$ cat config.mk
export PLATFORM = sky130hd
export DESIGN_NAME = brd_ctl_regs
export DESIGN_NICKNAME = d
export VERILOG_FILES = /design/src/rtl/brd_ctl_pkg.sv /design/src/rtl/brd_ctl_dec.sv /design/src/rtl/brd_ctl_sync.sv /design/src/rtl/brd_ctl_gflag.sv /design/src/rtl/brd_ctl_regs.sv
export SDC_FILE = /design/constraint.sdc
export NUM_CORES = 1
export LEC_CHECK = 0
export BUFFER_PORTS_ARGS = -buffer_cell sky130_fd_sc_hd__buf_4
export CAP_MARGIN = 10
export CORE_MARGIN = 4
export CORE_UTILIZATION = 47
export DETAILED_ROUTE_END_ITERATION = 12
export PLACE_DENSITY = 0.77
export SYNTH_ARGS = -nofsm -noshare
export SYNTH_HDL_FRONTEND = slang
export SYNTH_HIERARCHICAL = 1
export SYNTH_SLANG_ARGS = --single-unit
$ cat constraint.sdc
create_clock -name clk -period 1.2 [get_ports clk]
set_clock_uncertainty 0.05 [all_clocks]
set_input_delay 0.24 -clock clk [delete_from_list [all_inputs] [get_ports clk]]
set_output_delay 0.24 -clock clk [all_outputs]
set_load 0.005 [all_outputs]
$ cat src/rtl/brd_ctl_pkg.sv
package brd_ctl_pkg;
   localparam int unsigned REG_W    = 8;
   localparam int unsigned OFF_VER  = 0;
   localparam int unsigned OFF_STAT = 4;
   localparam int unsigned OFF_CTL  = 8;
   localparam int unsigned FLAG_CNT = 2;

   typedef enum logic [1:0] {SEL_NONE, SEL_VER, SEL_STAT, SEL_CTL} sel_e;

   // flag 0 = POST indicator, flag 1 = reset-out
   function automatic int unsigned flag_pos(input int unsigned i);
      return (i == 0) ? 0 : 6;
   endfunction

   function automatic int unsigned gate_pos(input int unsigned i);
      return (i == 0) ? 1 : 7;
   endfunction

   function automatic logic flag_rst(input int unsigned i);
      return (i == 0) ? 1'b0 : 1'b1;
   endfunction
endpackage

$ cat src/rtl/brd_ctl_dec.sv
module brd_ctl_dec
   import brd_ctl_pkg::*;
#(
   parameter int unsigned ADDR_W = 4
) (
   input  logic [ADDR_W-1:0] addr,
   output sel_e              sel
);
   always_comb begin
      if (addr == ADDR_W'(OFF_VER))       sel = SEL_VER;
      else if (addr == ADDR_W'(OFF_STAT)) sel = SEL_STAT;
      else if (addr == ADDR_W'(OFF_CTL))  sel = SEL_CTL;
      else                                sel = SEL_NONE;
   end
endmodule

$ cat src/rtl/brd_ctl_sync.sv
module brd_ctl_sync #(
   parameter int unsigned W      = 8,
   parameter int unsigned STAGES = 2
) (
   input  logic         clk,
   input  logic         rst_n,
   input  logic [W-1:0] d,
   output logic [W-1:0] q
);
   logic [STAGES-1:0][W-1:0] pipe;

   always_ff @(posedge clk or negedge rst_n) begin
      if (!rst_n) pipe[0] <= '0;
      else        pipe[0] <= d;
   end

   for (genvar s = 1; s < STAGES; s++) begin : g_stage
      always_ff @(posedge clk or negedge rst_n) begin
         if (!rst_n) pipe[s] <= '0;
         else        pipe[s] <= pipe[s-1];
      end
   end

   assign q = pipe[STAGES-1];
endmodule

$ cat src/rtl/brd_ctl_gflag.sv
module brd_ctl_gflag #(
   parameter logic RST_VAL = 1'b0
) (
   input  logic clk,
   input  logic rst_n,
   input  logic wr_en,
   input  logic gate,
   input  logic din,
   output logic q
);
   always_ff @(posedge clk or negedge rst_n) begin
      if (!rst_n)             q <= RST_VAL;
      else if (wr_en && gate) q <= din;
   end
endmodule

$ cat src/rtl/brd_ctl_regs.sv
module brd_ctl_regs
   import brd_ctl_pkg::*;
#(
   parameter int unsigned ADDR_W      = 4,
   parameter int unsigned STAT_W      = 8,
   parameter int unsigned SYNC_STAGES = 2,
   parameter logic [3:0]  VERSION     = 4'h3
) (
   input  logic              clk,
   input  logic              rst_n,
   input  logic              cs,
   input  logic              we,
   input  logic [ADDR_W-1:0] addr,
   input  logic [7:0]        wdata,
   output logic [7:0]        rdata,
   input  logic [STAT_W-1:0] status_in,
   output logic              post_led_n,
   output logic              reset_out_n
);
   if (ADDR_W < 4) begin : g_chk_addr
      $error("ADDR_W must reach the control offset");
   end
   if (STAT_W < 1 || STAT_W > REG_W) begin : g_chk_stat
      $error("STAT_W must be 1..8");
   end
   if (SYNC_STAGES < 2) begin : g_chk_sync
      $error("SYNC_STAGES must be at least 2");
   end

   sel_e                sel;
   logic                wr_ctl;
   logic                rd_en;
   logic [FLAG_CNT-1:0] flag_q;
   logic [STAT_W-1:0]   stat_sync;
   logic [REG_W-1:0]    ctl_view;
   logic [REG_W-1:0]    rd_mux;
   logic [REG_W-1:0]    rdata_q;

   brd_ctl_dec #(.ADDR_W(ADDR_W)) u_dec (
      .addr (addr),
      .sel  (sel)
   );

   assign wr_ctl = cs && we && (sel == SEL_CTL);
   assign rd_en  = cs && !we;

   for (genvar gi = 0; gi < FLAG_CNT; gi++) begin : g_flag
      brd_ctl_gflag #(.RST_VAL(flag_rst(gi))) u_flag (
         .clk   (clk),
         .rst_n (rst_n),
         .wr_en (wr_ctl),
         .gate  (wdata[gate_pos(gi)]),
         .din   (wdata[flag_pos(gi)]),
         .q     (flag_q[gi])
      );
   end

   brd_ctl_sync #(.W(STAT_W), .STAGES(SYNC_STAGES)) u_sync (
      .clk   (clk),
      .rst_n (rst_n),
      .d     (status_in),
      .q     (stat_sync)
   );

   always_comb begin
      ctl_view = '0;
      for (int i = 0; i < FLAG_CNT; i++) ctl_view[flag_pos(i)] = flag_q[i];
   end

   always_comb begin
      case (sel)
         SEL_VER:  rd_mux = REG_W'(VERSION);
         SEL_STAT: rd_mux = REG_W'(stat_sync);
         SEL_CTL:  rd_mux = ctl_view;
         default:  rd_mux = '0;
      endcase
   end

   always_ff @(posedge clk or negedge rst_n) begin
      if (!rst_n)     rdata_q <= '0;
      else if (rd_en) rdata_q <= rd_mux;
   end

   assign rdata       = rdata_q;
   assign post_led_n  = flag_q[0];
   assign reset_out_n = flag_q[1];
endmodule

==> flow_metrics.py <==
metrics = {
    "outcome": {
        "status": "finished, violations left",
        "violations": "negative setup slack",
    },
    "synth": {
        "ys_seq_area_frac": 0.688,
        "synth-edff-count": 0,
        "synth_adder_area_share": 0,
        "synth_compound_area_frac": 0.0832,
        "syn_avg_cell_area_um2": 15.3,
        "netlist_area_um2": 947,
        "synth_top_family_by_area": "simple AND/OR/NAND/NOR gates",
        "synth_mux_area_frac": 0.0594,
        "async_reset_ff_frac": 1.00,
        "synth_top_area_frac": 0.661,
        "synth_area_leader_cell": "dfrtp_1",
        "yosys_warnings": 6,
        "synth_area_leaders": "dfrtp_1, buf_4, mux2_4, a22o_1, dfstp_2",
        "synth_xor_area_frac": 0.00925,
        "synth-seq-cells": 26,
        "yosysUniqueCellTypes": 21,
        "syn_inst": 62,
        "yosys.area_share.simple": 0.0872,
        "synth_top_flop_cell": "dfrtp_1",
        "syn-num-nets": 86,
    },
    "worst_setup_path": {
        "cp_max_fo": 2,
        "critPathSlowestCell": "dfstp_2",
        "cp_data_arrival_time_ps": 960,
        "r2r_start": "g_flag[1].u_flag/q",
        "max_stage_delay_ps": 570,
        "start_kind": "flop",
        "crit_family": "flip-flops",
        "worst-setup-path-type": "reg2out",
        "critPathCaptureType": "output pin",
        "crit_chain": "buf_6",
        "startpoint": "g_flag[1].u_flag/q",
        "required_ps": 910,
        "path_buf_inv": 1,
    },
    "cells_and_area": {
        "layout.nets": 127,
        "drive_above_1_share": 0.529,
        "fill_cells": 117,
        "area_growth_pct": 43.3,
        "fin_util": 0.746,
        "diodes": 0,
    },
    "hold_path": {
        "hold_start": "wdata[6]",
        "hold_class": "in2reg",
    },
    "route": {
        "drt-initial-drc-count": 1,
        "postRouteAntennaNets": 0,
        "remaining_drc_errors": 0,
        "vias_per_cell": 4.71,
        "wl_per_cell_um": 14.0,
        "vias": 598,
        "wl_mm": 1.77,
        "drtPass1Iterations": 3,
    },
    "global_routing": {
        "grt-ovfl-total": 0,
        "grt_pass1_vias": 644,
        "grtUsageTotal": 0.143,
        "grt_pass1_wl_mm": 2.93,
        "grt_max_degree": 27,
        "antenna_found_initial": 0,
    },
    "floorplanning": {
        "start_util": 0.520,
        "die_w_um": 52.9,
        "core_um2": 1820,
        "rows": 15,
        "dieArea_um2": 2800,
        "pin_count": 34,
        "die_h_um": 52.9,
    },
    "timing": {
        "whs_ps": 102,
        "rsz0062_at_grt": "yes",
        "fin_ws_ps": -53.8,
        "post-route-period-util": 1.04,
        "timing.setup.tns_ps": -53.8,
        "worst_pin_slew_ps": 318,
        "drv_slew": 0,
        "period_minus_slack_ps": 1250,
        "finalHoldViolations": 0,
        "setup_viol": 1,
        "slew_headroom": 0.788,
        "max_freq_mhz": 798,
    },
    "clock_network": {
        "cts_buffers": 3,
        "clock_path_buffers": 2,
        "clkSinkCount": 26,
        "insertion_delay_ps": 310,
        "cts_max_level": 1,
        "cts-root-buf": "clkbuf_4",
        "cts_tree": "yes",
        "clk_pin_slew_ps": 130,
    },
    "placed_design": {
        "place.gp.congestion": 0.724,
        "portBuffers": 29,
        "dpl.hpwl_mm": 1.16,
    },
    "power_and_ir_drop": {
        "total_leakage_power_nw": 0.663,
        "power.density_nw_per_um2": 1170,
        "vdd_drop_max_v": 0.000873,
    },
    "job": {
        "drv_cap": 0,
    },
}
-- Yosys cell counts (3+ instances only) --
cell type / instances
dfrtp_1: 25
buf_4: 8
a22o_1: 5
nand2_1: 5
mux2_4: 3
-- power by group --
group	leakage, nW	switching, mW	internal (mW)
Sequential	0.320	0.0197	0.924
Combinational	0.322	0.0825	0.135
Clock	0.0210	0.237	0.185
Total	0.663	0.339	1.24
-- cells by family after synthesis --
kind of cell | Yosys count
flops | 26
compound gates | 10
xor+xnor | 1
mux | 4
simple gates | 11
buf+inv | 10
-- worst register-to-register path: cells and delay by family, from the launching register on --
family / cells / cell delay [ps]
flops: 1 / 570
simple gates: 1 / 50
mux: 1 / 130
compound gates: 1 / 100
buf+inv: 1 / 110
-- per-stage QoR --
step	std cells	instance area (um2)	setup slack (ps)	power (mW)
6_report	127	1360	-53.8	1.58
5_1_grt	127	1360	-118	1.67
4_1_cts	125	1340	-64.4	1.59
3_5_place_dp	111	1200	-258	1.15
3_3_place_gp	111	1200	-258	1.14
2_1_floorplan	62	987	-181	1.04
-- cell usage in the layout, fill, tap and decap left out, drive strengths merged, types with 2 or more instances in the layout --
| master | count |
|---|---|
| o21ai | 2 |
| a22o | 5 |
| mux2 | 4 |
| dlygate4sd3 | 9 |
| clkbuf | 4 |
| dfrtp | 25 |
| nor3 | 2 |
| buf | 36 |
| nand2 | 6 |
-- final cells by class --
class                           count  area, um2  share of cell area
Timing Repair Buffer               45        368               0.271
Sequential cell                    26        652               0.480
Inverter                            1       3.75             0.00276
Multi-Input combinational cell     26        267               0.196
Tap cell                           25       31.3              0.0230
Clock buffer                        4       36.3              0.0267
-- routing by layer --
metal / track usage / share of wire
met3: 0.0254 / 0.041
met2: 0.252 / 0.56
met1: 0.185 / 0.40
met5: 0 / 0
met4: 0.0255 / 0.0023
-- timing repair --
item	CTS	global route
resized for setup	1	1
buffers inserted	1	2
setup endpoints to repair	1	3
hold buffers	9	0
hold endpoints to repair	33	0
-- flip-flops by register name, summed over array words and instances, names as in the netlist --
name             cells
rdata                8
u_sync/pipe          8
g_flag.u_flag/q      2
u_sync/q             8
-- final timing paths --
| check | cells after the start | slack, ps | to |
|---|---|---|---|
| max | 1 | -50 | reset_out_n |
| min | 2 | 100 | g_flag[1].u_flag/q |
| max reg2reg | 4 | 140 | rdata[6] |
| min reg2reg | 0 | 310 | u_sync/q[2] |
| max in group asynchronous | 2 | 500 | g_flag[1].u_flag/q |
| min in group asynchronous | 2 | 310 | g_flag[0].u_flag/q |
Note: power is estimated with default switching activity, not from simulation.
